`src/rtl/stack_arb_pkg.sv`:
```
package stack_arb_pkg;

    localparam int EXT_REQS   = 3;
    localparam int SYNC_DEPTH = 2;

    typedef enum logic [1:0] {
        VERD_IDLE    = 2'd0,
        VERD_GRANT   = 2'd1,
        VERD_COLLIDE = 2'd2
    } verdict_e;

    typedef struct packed {
        logic ack_n;
        logic col_n;
    } line_pair_t;

    localparam line_pair_t LINES_IDLE = '{ack_n: 1'b1, col_n: 1'b1};

    function automatic verdict_e verdict_of(input int unsigned active);
        if (active == 0)      return VERD_IDLE;
        else if (active == 1) return VERD_GRANT;
        else                  return VERD_COLLIDE;
    endfunction

    function automatic line_pair_t lines_of(input verdict_e v);
        line_pair_t l;
        l = LINES_IDLE;
        case (v)
            VERD_GRANT:   l.ack_n = 1'b0;
            VERD_COLLIDE: l.col_n = 1'b0;
            default:      l = LINES_IDLE;
        endcase
        return l;
    endfunction

endpackage

```
`src/rtl/stk_sync.sv`:
```
module stk_sync #(
    parameter int          W       = 1,
    parameter int          STAGES  = 2,
    parameter logic [W-1:0] RST_VAL = '0
) (
    input  logic         clk,
    input  logic         rst,
    input  logic [W-1:0] d,
    output logic [W-1:0] q
);
    logic [W-1:0] stage [STAGES];

    generate
        for (genvar s = 0; s < STAGES; s++) begin : g_stage
            if (s == 0) begin : g_first
                always_ff @(posedge clk) begin
                    if (rst) stage[s] <= RST_VAL;
                    else     stage[s] <= d;
                end
            end else begin : g_next
                always_ff @(posedge clk) begin
                    if (rst) stage[s] <= RST_VAL;
                    else     stage[s] <= stage[s-1];
                end
            end
        end
    endgenerate

    assign q = stage[STAGES-1];
endmodule

```
`src/rtl/stk_judge.sv`:
```
module stk_judge
    import stack_arb_pkg::*;
#(
    parameter int N = 4
) (
    input  logic         clk,
    input  logic         rst,
    input  logic         en,
    input  logic [N-1:0] reqs,
    output line_pair_t   lines
);
    localparam int CW = $clog2(N + 1);

    logic [CW-1:0] active;
    verdict_e      verdict;

    always_comb begin
        active = '0;
        for (int i = 0; i < N; i++) begin
            active = active + CW'(reqs[i]);
        end
        verdict = verdict_of(int'(active));
    end

    always_ff @(posedge clk) begin
        if (rst || !en) lines <= LINES_IDLE;
        else            lines <= lines_of(verdict);
    end
endmodule

```
`src/rtl/stk_director.sv`:
```
module stk_director
    import stack_arb_pkg::*;
(
    input  logic       clk,
    input  logic       rst,
    input  logic       asked,
    input  line_pair_t seen,
    output logic       dat_oe,
    output logic       rx_en
);
    logic granted;
    assign granted = !seen.ack_n && seen.col_n;

    always_ff @(posedge clk) begin
        if (rst) begin
            dat_oe <= 1'b0;
            rx_en  <= 1'b0;
        end else begin
            dat_oe <= granted && asked;
            rx_en  <= granted && !asked;
        end
    end
endmodule

```
`src/rtl/stack_bus_arbiter.sv`:
```
module stack_bus_arbiter
    import stack_arb_pkg::*;
#(
    parameter int EXT = stack_arb_pkg::EXT_REQS,
    parameter int SYN = stack_arb_pkg::SYNC_DEPTH
) (
    input  logic           clk,
    input  logic           rst,
    input  logic           master_sel,
    input  logic           ext_arb,
    input  logic           local_req,
    input  logic [EXT-1:0] req_in,
    input  logic           ack_n_in,
    input  logic           col_n_in,
    output logic           req_out,
    output logic           ack_n_out,
    output logic           col_n_out,
    output logic           ack_oe,
    output logic           col_oe,
    output logic           dat_oe,
    output logic           rx_en
);
    localparam int ALL = EXT + 1;

    logic           arb_en;
    logic [EXT-1:0] req_sync;
    logic [1:0]     bus_sync;
    logic           req_q;
    line_pair_t     judged;
    line_pair_t     observed;
    line_pair_t     seen;

    assign arb_en = master_sel && !ext_arb;

    stk_sync #(.W(EXT), .STAGES(SYN), .RST_VAL('0)) u_req_sync (
        .clk(clk), .rst(rst), .d(req_in), .q(req_sync)
    );

    stk_sync #(.W(2), .STAGES(SYN), .RST_VAL(2'b11)) u_line_sync (
        .clk(clk), .rst(rst), .d({ack_n_in, col_n_in}), .q(bus_sync)
    );

    always_ff @(posedge clk) begin
        if (rst) req_q <= 1'b0;
        else     req_q <= local_req;
    end

    stk_judge #(.N(ALL)) u_judge (
        .clk(clk), .rst(rst), .en(arb_en),
        .reqs({req_sync, req_q}), .lines(judged)
    );

    assign observed = '{ack_n: bus_sync[1], col_n: bus_sync[0]};
    assign seen     = arb_en ? judged : observed;

    stk_director u_dir (
        .clk(clk), .rst(rst), .asked(req_q), .seen(seen),
        .dat_oe(dat_oe), .rx_en(rx_en)
    );

    assign req_out   = req_q;
    assign ack_oe    = arb_en;
    assign col_oe    = arb_en;
    assign ack_n_out = judged.ack_n || !arb_en;
    assign col_n_out = judged.col_n || !arb_en;
endmodule

```
`config.mk`:
```
export PLATFORM = sky130hd
export DESIGN_NAME = stack_bus_arbiter
export DESIGN_NICKNAME = d
export VERILOG_FILES = /design/src/rtl/stack_arb_pkg.sv /design/src/rtl/stk_sync.sv /design/src/rtl/stk_judge.sv /design/src/rtl/stk_director.sv /design/src/rtl/stack_bus_arbiter.sv
export SDC_FILE = /design/constraint.sdc
export NUM_CORES = 1
export LEC_CHECK = 0
export CELL_PAD_IN_SITES_DETAIL_PLACEMENT = 1
export CELL_PAD_IN_SITES_GLOBAL_PLACEMENT = 2
export CORE_MARGIN = 2
export CORE_UTILIZATION = 25
export CTS_CLUSTER_DIAMETER = 60
export CTS_CLUSTER_SIZE = 12
export DETAILED_ROUTE_END_ITERATION = 6
export GPL_TIMING_DRIVEN = 0
export PLACE_DENSITY_LB_ADDON = 0.1
export REMOVE_ABC_BUFFERS = 1
export SLEW_MARGIN = 30
export SYNTH_ARGS = -nofsm -noshare
export SYNTH_HDL_FRONTEND = slang
export SYNTH_SLANG_ARGS = --single-unit
export TNS_END_PERCENT = 50
```
`constraint.sdc`:
```
create_clock -name clk -period 2 [get_ports clk]
set_input_delay 0.2 -clock clk [delete_from_list [all_inputs] [get_ports clk]]
set_output_delay 0.2 -clock clk [all_outputs]
set_load 0.01 [all_outputs]
```
Word-level counts from Yosys, hierarchy flattened
Memory sizes are Yosys's and may differ from the RTL's. Index checks and enable logic that the tools add are counted. Widths: inputs -> output; s select.

Eq/ne operators: 3. Reductions and logical operators: 12. Bitwise logic cells: 4. Multiplexer cells: 12. $add $sub $neg: 3.

Operator list (count): $mux 2 (5); $add 3x1->3 (2); $mux 3 (2); $mux 1 (5); $logic_and 1x1->1 (4); $logic_not 1->1 (4); $or 1x1->1 (4); $eq 3x1->1 const B (1); $logic_not 3->1 (1); $logic_or 1x1->1 (3); $add 1x1->2 (1); $eq 2x1->1 const B (1); $eq 2x2->1 const B (1).

Memories kept: 2. Output and inout port bits: 7. Bits in registers: 5. Input bits: 10. Bits in writable memories: 10.

Memory list: u_req_sync.stage (depth 2, bits a word 3, rd ports 2, clocked after memory_dff 0, wr ports 2, RTL line stk_sync.sv:11) `logic [W-1:0] stage [STAGES];`; u_line_sync.stage (depth 2, bits a word 2, rd ports 2, clocked after memory_dff 0, wr ports 2, RTL line stk_sync.sv:11).

Depth between registers and ports, before layout
Gate-level depths: netlist of the first run. An unclocked memory read counts as a cell.

Word-level depth: 9. Mapped depth: 5. Depth with buffers taken out: 5.

Hierarchy
From an unflattened synthesis of the first run, not the netlist that was laid out.

Cell total of the unflattened synthesis: 46. Area total of the unflattened synthesis: 551.8 µm².

Modules (own cells, without submodules): stk_sync at u_req_sync (area an instance 157.7 µm², cells each 12, instances 1, seq. area each 120.1 µm²); stk_judge (area an instance 131.4 µm², cells each 14, instances 1, seq. area each 40.0 µm²); stk_sync at u_line_sync (area an instance 105.1 µm², cells each 8, instances 1, seq. area each 80.1 µm²); stack_bus_arbiter (area an instance 90.1 µm², cells each 8, instances 1, seq. area each 20.0 µm²); stk_director (area an instance 67.6 µm², cells each 4, instances 1, seq. area each 40.0 µm²).

Worst setup path before layout of the first run
Ideal clock, no wire load.

Kind: register to register. From: register req_q (netlist: req_out). To: register u_judge.lines[1] (netlist name). Setup time: 0.121 ns. Stages on the path, launching flop included: 6. Path buffers: 0. Arrival: 1.448 ns. Path slack: 0.431 ns. Data required time: 1.879 ns. Cell sequence: dfxtp_1 ha_1 fa_1 ha_1 nor2_1 nand3_1.

Cells in the longest elaborated chain, start to end: 8.

Ends and longest elaborated chain: start, declared (RTL line stack_bus_arbiter.sv:28) `logic req_q;`; start signal, assigned (RTL line stack_bus_arbiter.sv:45) `else req_q <= local_req;`; $add 1x1->2 * (RTL line stk_judge.sv:20) `active = active + CW'(reqs[i]);`; $add 3x1->3 * (2 in series) (RTL line stk_judge.sv:20); $eq 3x1->1 (RTL line stack_arb_pkg.sv:21) `else if (active == 1) return VERD_GRANT;`; $mux 2 (RTL line stack_arb_pkg.sv:21); $mux 2 * (RTL line stack_arb_pkg.sv:20) `if (active == 0) return VERD_IDLE;`; $eq 2x1->1 * (RTL line stack_arb_pkg.sv:28) `case (v)`; $mux 1 * (RTL line stack_arb_pkg.sv:28); end signal, assigned (RTL line stk_judge.sv:27) `else lines <= lines_of(verdict);`; end, declared (RTL line stk_judge.sv:10) `output line_pair_t lines`.

Mark *: on every way between the ends. The rest lies on a longest branch, timed or not. A chain may end at the register's enable or synchronous reset.

Worst setup path after layout of the first run
From: input ext_arb. To: output ack_n_out.

Cells in the longest elaborated chain, start to end: 4.

Ends and longest elaborated chain: start, declared (RTL line stack_bus_arbiter.sv:10) `input logic ext_arb,`; $logic_not 1->1 (RTL line stack_bus_arbiter.sv:33) `assign arb_en = master_sel && !ext_arb;`; $logic_and 1x1->1 (RTL line stack_bus_arbiter.sv:33); $logic_not 1->1 (RTL line stack_bus_arbiter.sv:64) `assign ack_n_out = judged.ack_n || !arb_en;`; $logic_or 1x1->1 (RTL line stack_bus_arbiter.sv:64); end, declared (RTL line stack_bus_arbiter.sv:16) `output logic ack_n_out,`.

No other way between the ends.

==> run_results.csv, run 1 <==
group,metric,value,unit
setup_path,timing.critical_path.to_type,"primary output",
detailed_routing,drc,0,
layout,fraction_of_layout_instances_using_a_drive_strength_above_1,0.08065,
clock_tree,ctsHtreeMaxLevel,1,
timing,final.period_utilization,0.8440,
global_routing,grt_pass1_wl,1.386,mm
synthesis,synth.lib_cells_used.distinct,17,
setup_path,critical_path.cell_chain,"clkdlybuf4s50_1 -> nand2b_1 -> inv_2 -> nand2b_1 -> clkdlybuf4s50_1",
power,net-switching-power,108.8,µW
detailed_routing,via_count,345,
synthesis,syn_area,506.7,µm²
global_routing,grt_antenna_before_repair,0,
global_routing,vias_in_the_first_global_route,341,
layout,insertedDiodeCount,0,
setup_path,critPathArrivalTime,1.49,ns
global_routing,track_usage,0.07813,
synthesis,yosysWarnings,0,
clock_tree,buffers_inserted_by_post_cts_timing_repair,0,
setup_path,worst-path-max-fanout,4,
synthesis,postSynth.asyncResetShare,0,
synthesis,yosys.area.top_type,"dfxtp_1",
hold_path,hold_worst_path_end,"u_line_sync.stage[1][1]",
clock_tree,clock_sinks,15,
setup_path,category_of_the_worst_setup_path_launch_point,"input pin",
global_routing,grt_remaining_overflow,0,
setup_path,rr_startpoint,"req_out",
synthesis,post_synth_and_or_nand_nor_area_fraction,0.2568,
timing,final.min_clock_period,1.688,ns
synthesis,synth_compound_area_frac,0.02222,
setup_path,r2r_slack,0.39,ns
clock_tree,cts_buffer_depth,2,
floorplan,chipWidth,49.02,µm
floorplan,die_height,49.02,µm
synthesis,netlist.area_leader.share,0.5926,
detailed_routing,via_per_inst,3.876,
placed_design,detailed_place.area,688.2,µm²
power,seqPwrFrac,0.594,
timing,setup_viol_count_final,0,
synthesis,synth_edf_count,0,
synthesis,synth.yosys.seq_area_share,0.5926,
clock_tree,cts.hold.buffers_added,0,
synthesis,synthTopCellsByArea,"dfxtp_1, nor2b_1, ha_1",
timing,slew_viol_final,0,
power,cellInternalPower,420.4,µW
placed_design,place.gp.congestion,0.5579,
detailed_routing,dr_iter_0_viols,0,
setup_path,max_stage_delay,0.53,ns
layout,final_cell_area,714.4,µm²
synthesis,synth_fa_ha_area_frac,0.08889,
placed_design,place_ws,0.2998,ns
synthesis,combinational_family_with_the_most_area_after_synthesis,"simple AND/OR/NAND/NOR gates",
timing,fin_hold_ws,0.4128,ns
power,p_sw_frac,0.2056,
floorplan,fp.coreArea,0.001942,mm²
clock_tree,ctsResizeCount,0,
setup_path,reg2reg_path_depth,5,
synthesis,muxShareOfSynthArea,0,
power,power.leakage,0.0002865,µW
clock_tree,cts.reportedPaths.clkPinSlew,0.08,ns
outcome,run_status,"complete, no violations",
synthesis,postSynthRegisterBits,15,
layout,flow.area_growth_from_synthesis,40.99,%
clock_tree,clkLatencyLatePin,0.27,ns
setup_path,r2r-end,"u_judge.lines[1]",
timing,grt_setup_unrepaired,"no",
detailed_routing,drt.antenna.violating_nets,0,
detailed_routing,drt_wl_total,747,µm
timing,clock.fmax,592.4,MHz
setup_path,cp.required,1.80,ns
setup_path,critical_path_class,"in2out",
power,clockPowerShare,0.311,
clock_tree,root_buffer,"clkbuf_4",
clock_tree,tritoncts,"built",
hold_path,hold-path-cell-count,1,
timing,totalNegativeSetupSlack,0,ns
clock_tree,cts-buffers-inserted,3,
floorplan,dieArea,0.002403,mm²
hold_path,holdCritPathClass,"reg2reg",
power,pwr_density_cell,740.7,mW/mm²
synthesis,yosys_most_used_dff,"dfxtp_1",
timing,skew,0.002548,ns
timing,worstMarginPinSlew,0.4582,ns
detailed_routing,first_pass_iters,1,
timing,layout_setup_ws,0.3120,ns
synthesis,post_synth_inst_count,44,
synthesis,postSynthAreaPerCell,11.52,µm²
detailed_routing,route.detailed.wl_per_inst,8.393,µm
placed_design,hpwl,586.9,µm
setup_path,crit_slowest_cell,"clkdlybuf4s50_1",
layout,num-nets-final,76,
power,vdd_ir_drop_max,0.2647,mV
global_routing,grt_max_degree,15,
timing,timing.slew.headroom,0.6936,
floorplan,initial_core_util,0.2610,
floorplan,core.rowCount,16,
hold_path,min_from,"u_line_sync.stage[0][1]",
synthesis,synth-xor-area-share,0,
timing,hold_viol_final,0,
placed_design,port_buffers,16,
floorplan,top_level_port_count,17,
job,cap_viol_max_count,0,
power,combPwrFrac,0.095,
## cells in the mapped netlist, types with 2 or more instances
master and n:
nand2b_1 3, dfxtp_1 15, ha_1 2, nor2_1 2, nor2b_1 7, or2_1 4
## through the flow
step                        util  power [µW]  cells
after CTS                 0.3679       540.3     89
after global routing      0.3679       566.2     89
after global placement    0.3544       372.6     85
after floorplan                -       340.3     42
final                     0.3679       529.2     89
after detailed placement  0.3544       373.1     85
## routing by layer
metal / track usage / routed length (µm) / vias to the layer above
li1: - / - / 175
met1: 0.08077 / 323 / 156
met2: 0.1256 / 356 / 14
met3: 0.03374 / 68 / 0
met4: 0.05714 / 0 / 0
met5: 0 / 0 / -
## final cells by class
class	instances	area, µm²
timing repair buffer	16	160.2
clock buffer	4	26.28
multi-input combinational	25	186.4
inverter	2	7.507
tap	27	33.78
sequential	15	300.3
fill	242	1227
## worst max-delay path: cells and delay by family
family	cells	cell delay, ns
AND/OR/NAND/NOR	2	0.23
buffers and inverters	3	1.06
## power groups by stage
stage,clock [µW],sequential (µW),combinational (µW)
after CTS,174,315,51.7
after global placement,0,321,51.2
after global routing,192,316,57.8
after floorplan,0,322,18.7
final,165,314,50.3
after detailed placement,0,322,51.3
## layout by cell type, fill, tap and decap left out
master,count
fa_1,1
nand3_1,1
or2_1,4
clkbuf_4,3
nor2b_1,7
and4bb_1,1
inv_2,1
nor2_1,2
ha_1,2
dfxtp_1,15
clkdlybuf4s50_1,16
nor3_1,1
nand2b_1,3
clkbuf_1,1
inv_1,1
nor3b_2,1
o21ai_1,1
a31oi_1,1
## worst max path at each step
stage / cells after the start / slack (ns) / from / to
after floorplan: 5 / 0.43 / req_out / u_judge.lines[1]
after global placement: 5 / 0.30 / ext_arb / ack_n_out
after detailed placement: 5 / 0.30 / ext_arb / ack_n_out
after CTS: 5 / 0.29 / ext_arb / ack_n_out
after global routing: 5 / 0.23 / ext_arb / ack_n_out
final: 5 / 0.31 / ext_arb / ack_n_out
## flip-flops by register name, summed over array words and instances, names as in the netlist
| name | cells |
|---|---|
| u_line_sync.stage | 4 |
| req_out | 1 |
| u_judge.lines | 2 |
| u_req_sync.stage | 6 |
| u_dir.rx_en | 1 |
| u_dir.dat_oe | 1 |
## kinds of logic after synthesis
| logic type | after synthesis |
|---|---|
| simple gates | 20 |
| buf+inv | 4 |
| fa+ha+maj | 3 |
| compound gates | 2 |
| flops | 15 |
Power figures use the tool's default switching activity.
==> inputs of run 2 (changes only) <==
--- a/config.mk
+++ b/config.mk
@@ -8,7 +8,7 @@
 export CELL_PAD_IN_SITES_DETAIL_PLACEMENT = 1
 export CELL_PAD_IN_SITES_GLOBAL_PLACEMENT = 2
 export CORE_MARGIN = 2
-export CORE_UTILIZATION = 25
+export CORE_UTILIZATION = 23
 export CTS_CLUSTER_DIAMETER = 60
 export CTS_CLUSTER_SIZE = 12
 export DETAILED_ROUTE_END_ITERATION = 6
==> constraint.sdc (replaced) <==
create_clock -name clk -period 1.4 [get_ports clk]
set_input_delay 0.14 -clock clk [delete_from_list [all_inputs] [get_ports clk]]
set_output_delay 0.14 -clock clk [all_outputs]
set_load 0.01 [all_outputs]
==> run 2 against run 1 <==
The run now ends with negative setup slack left. Register-to-register slack got worse by 0.42 ns. Total power increased by 45%. Clock power increased by 42%. Core utilization increased by 1.2 points. Final cell count increased by 1.1%. Largest cell class unchanged. Clock skew decreased by 0.00085 ns. Die area increased by 8.0%. Highest routed layer is now met4. First-iteration DRC count increased by 4. Non-clock buffer count increased by 1. Critical endpoint is now u_judge.lines[1]. Count of clock-buffer cells in the layout unchanged.
==> run_results.csv, run 2 (synthesis results as in run 1) <==
group,metric,value,unit
clock_tree,root_buffer,"clkbuf_4",
power,clockPowerShare,0.305,
detailed_routing,drc,0,
layout,final_core_util,0.3800,
setup_path,timing.critical_path.to_type,"flip-flop",
layout,num-nets-final,77,
layout,fraction_of_layout_instances_using_a_drive_strength_above_1,0.2222,
timing,skew,0.001697,ns
global_routing,grt_antenna_before_repair,0,
floorplan,chipWidth,50.94,µm
power,p_sw_frac,0.2103,
layout,biggestRegsByFlops,"u_req_sync.stage x6, u_line_sync.stage x4, u_judge.lines x2",
floorplan,core.rowCount,16,
clock_tree,ctsHtreeMaxLevel,1,
setup_path,path_buf_inv,0,
detailed_routing,via_count,364,
setup_path,worst-path-max-fanout,2,
power,seqPwrFrac,0.585,
power,pwr_density_cell,1001,mW/mm²
hold_path,holdCritPathClass,"in2reg",
floorplan,top_level_port_count,17,
floorplan,dieArea,0.002595,mm²
setup_path,r2r_slack,-0.03,ns
timing,layout_setup_ws,-0.02887,ns
clock_tree,tritoncts,"built",
detailed_routing,wl_met2,392,µm
clock_tree,cts.reportedPaths.clkPinSlew,0.08,ns
layout,mostFrequentLayoutCell,"dfxtp_1",
global_routing,grt_max_degree,15,
setup_path,critical_path.cell_chain,"ha_4 -> fa_2 -> ha_4 -> nor2_4 -> nand3_2",
setup_path,critical_path_class,"reg2reg",
timing,hold_viol_final,0,
detailed_routing,route.detailed.wl_per_inst,9.433,µm
detailed_routing,m1WireLength,361,µm
detailed_routing,drt.antenna.violating_nets,0,
outcome,violations_in_the_final_reports,"negative setup slack",
global_routing,grt_pass1_wl,1.455,mm
timing,clock.fmax,699.9,MHz
setup_path,cp.required,1.57,ns
setup_path,category_of_the_worst_setup_path_launch_point,"flip-flop",
clock_tree,clkLatencyLatePin,0.27,ns
placed_design,place.gp.congestion,0.6254,
layout,flow.area_growth_from_synthesis,51.60,%
timing,setup_viol_count_final,2,
timing,worstMarginPinSlew,0.4823,ns
floorplan,initial_core_util,0.2506,
setup_path,endpoint,"u_judge.lines[1]",
placed_design,port_buffers,16,
detailed_routing,first_pass_iters,2,
layout,largest_register_ff_count,6,
placed_design,hpwl,584.4,µm
setup_path,cp.depth,5,
global_routing,grt_remaining_overflow,0,
power,cellInternalPower,607.2,µW
layout,regMostFlops,"u_req_sync.stage",
job,cap_viol_max_count,0,
placed_design,detailed_place.area,688.2,µm²
power,net-switching-power,161.7,µW
setup_path,worstSetupStartpoint,"req_out",
timing,final.period_utilization,1.021,
setup_path,rr_startpoint,"req_out",
layout,insertedDiodeCount,0,
power,vdd_ir_drop_max,0.4233,mV
setup_path,crit_slowest_cell,"fa_2",
timing,timing.slew.headroom,0.6775,
clock_tree,cts-buffers-inserted,3,
floorplan,die_height,50.94,µm
detailed_routing,met3RoutedLength,80,µm
setup_path,r2r-end,"u_judge.lines[1]",
global_routing,track_usage,0.07929,
layout,final_cell_area,768.2,µm²
clock_tree,cts_buffer_depth,2,
timing,slew_viol_final,0,
detailed_routing,via_per_inst,4.044,
power,power.leakage,0.0003010,µW
setup_path,cp_delay_by_family_top,"adder cells",
power,combPwrFrac,0.110,
outcome,run_status,"complete, but fails checks",
timing,final.min_clock_period,1.429,ns
clock_tree,clock_sinks,15,
global_routing,vias_in_the_first_global_route,357,
detailed_routing,highest_layer,"met4",
setup_path,critPathArrivalTime,1.60,ns
setup_path,reg2reg_path_depth,5,
setup_path,max_stage_delay,0.38,ns
floorplan,fp.coreArea,0.002022,mm²
detailed_routing,dr_iter_0_viols,4,
timing,grt_setup_unrepaired,"yes",
detailed_routing,drt_wl_total,849,µm
layout,layout_common_cells,"dfxtp_1, clkdlybuf4s50_1, nor2b_1",
setup_path,critical_path.most_common_cell,"ha_4",
[run 2: worst min path at each step]
stage | startpoint | to | slack [ns] | cells after the start
after floorplan | rst | u_dir.dat_oe | 0.21 | 1
after global placement | u_line_sync.stage[0][1] | u_line_sync.stage[1][1] | 0.39 | 1
after detailed placement | u_line_sync.stage[0][0] | u_line_sync.stage[1][0] | 0.39 | 1
after CTS | req_in[1] | u_req_sync.stage[0][1] | 0.39 | 2
after global routing | ack_n_in | u_line_sync.stage[0][1] | 0.41 | 2
final | req_in[1] | u_req_sync.stage[0][1] | 0.41 | 2
[run 2: routing by layer]
layer | vias to the layer above | global-route usage
li1 | 176 | -
met2 | 18 | 0.1255
met5 | - | 0
met4 | 0 | 0.05405
met1 | 168 | 0.08229
met3 | 2 | 0.03801
[run 2: cell type report]
type                    count  area, µm²
multi-input cells          25      234.0
well taps                  27      33.78
fillers                   231       1254
flip-flops and latches     15      305.3
inverters                   2      7.507
clock buffers               4      26.28
repair buffers             17      161.4
[run 2: timing repair]
action | in CTS | in global routing
pin swaps | 1 | 6
setup endpoints to repair | 6 | 2
gates resized for setup | 10 | 5
hold buffers | 0 | 0
buffers inserted | 1 | 0
gates cloned | 0 | 0
[run 2: worst register-to-register path, cell delays in order, from the launching register on]
cell	delay, ns
dfxtp_4	0.36
ha_4	0.21
fa_2	0.38
ha_4	0.24
nor2_4	0.08
nand3_2	0.05
[run 2: stage by stage]
stage / power (µW) / std cells / hold slack [ns] / setup slack, ns / TNS [ns]
after floorplan: 486.1 / 42 / 0.2095 / -0.1694 / -0.2373
after global placement: 532.8 / 85 / 0.3883 / -0.2150 / -1.005
after detailed placement: 533.7 / 85 / 0.3939 / -0.2165 / -0.9449
after CTS: 784.0 / 90 / 0.3929 / -0.07488 / -0.07488
after global routing: 822.6 / 90 / 0.4139 / -0.07494 / -0.1219
final: 768.9 / 90 / 0.4071 / -0.02887 / -0.03709
[run 2: power by group through the flow]
stage	clock network (µW)	logic, µW	registers, µW
floorplan	0	26.8	459
global placement	0	73.4	459
detailed placement	0	73.8	460
CTS	253	80.2	451
global route	274	95.9	452
finish	234	84.9	450
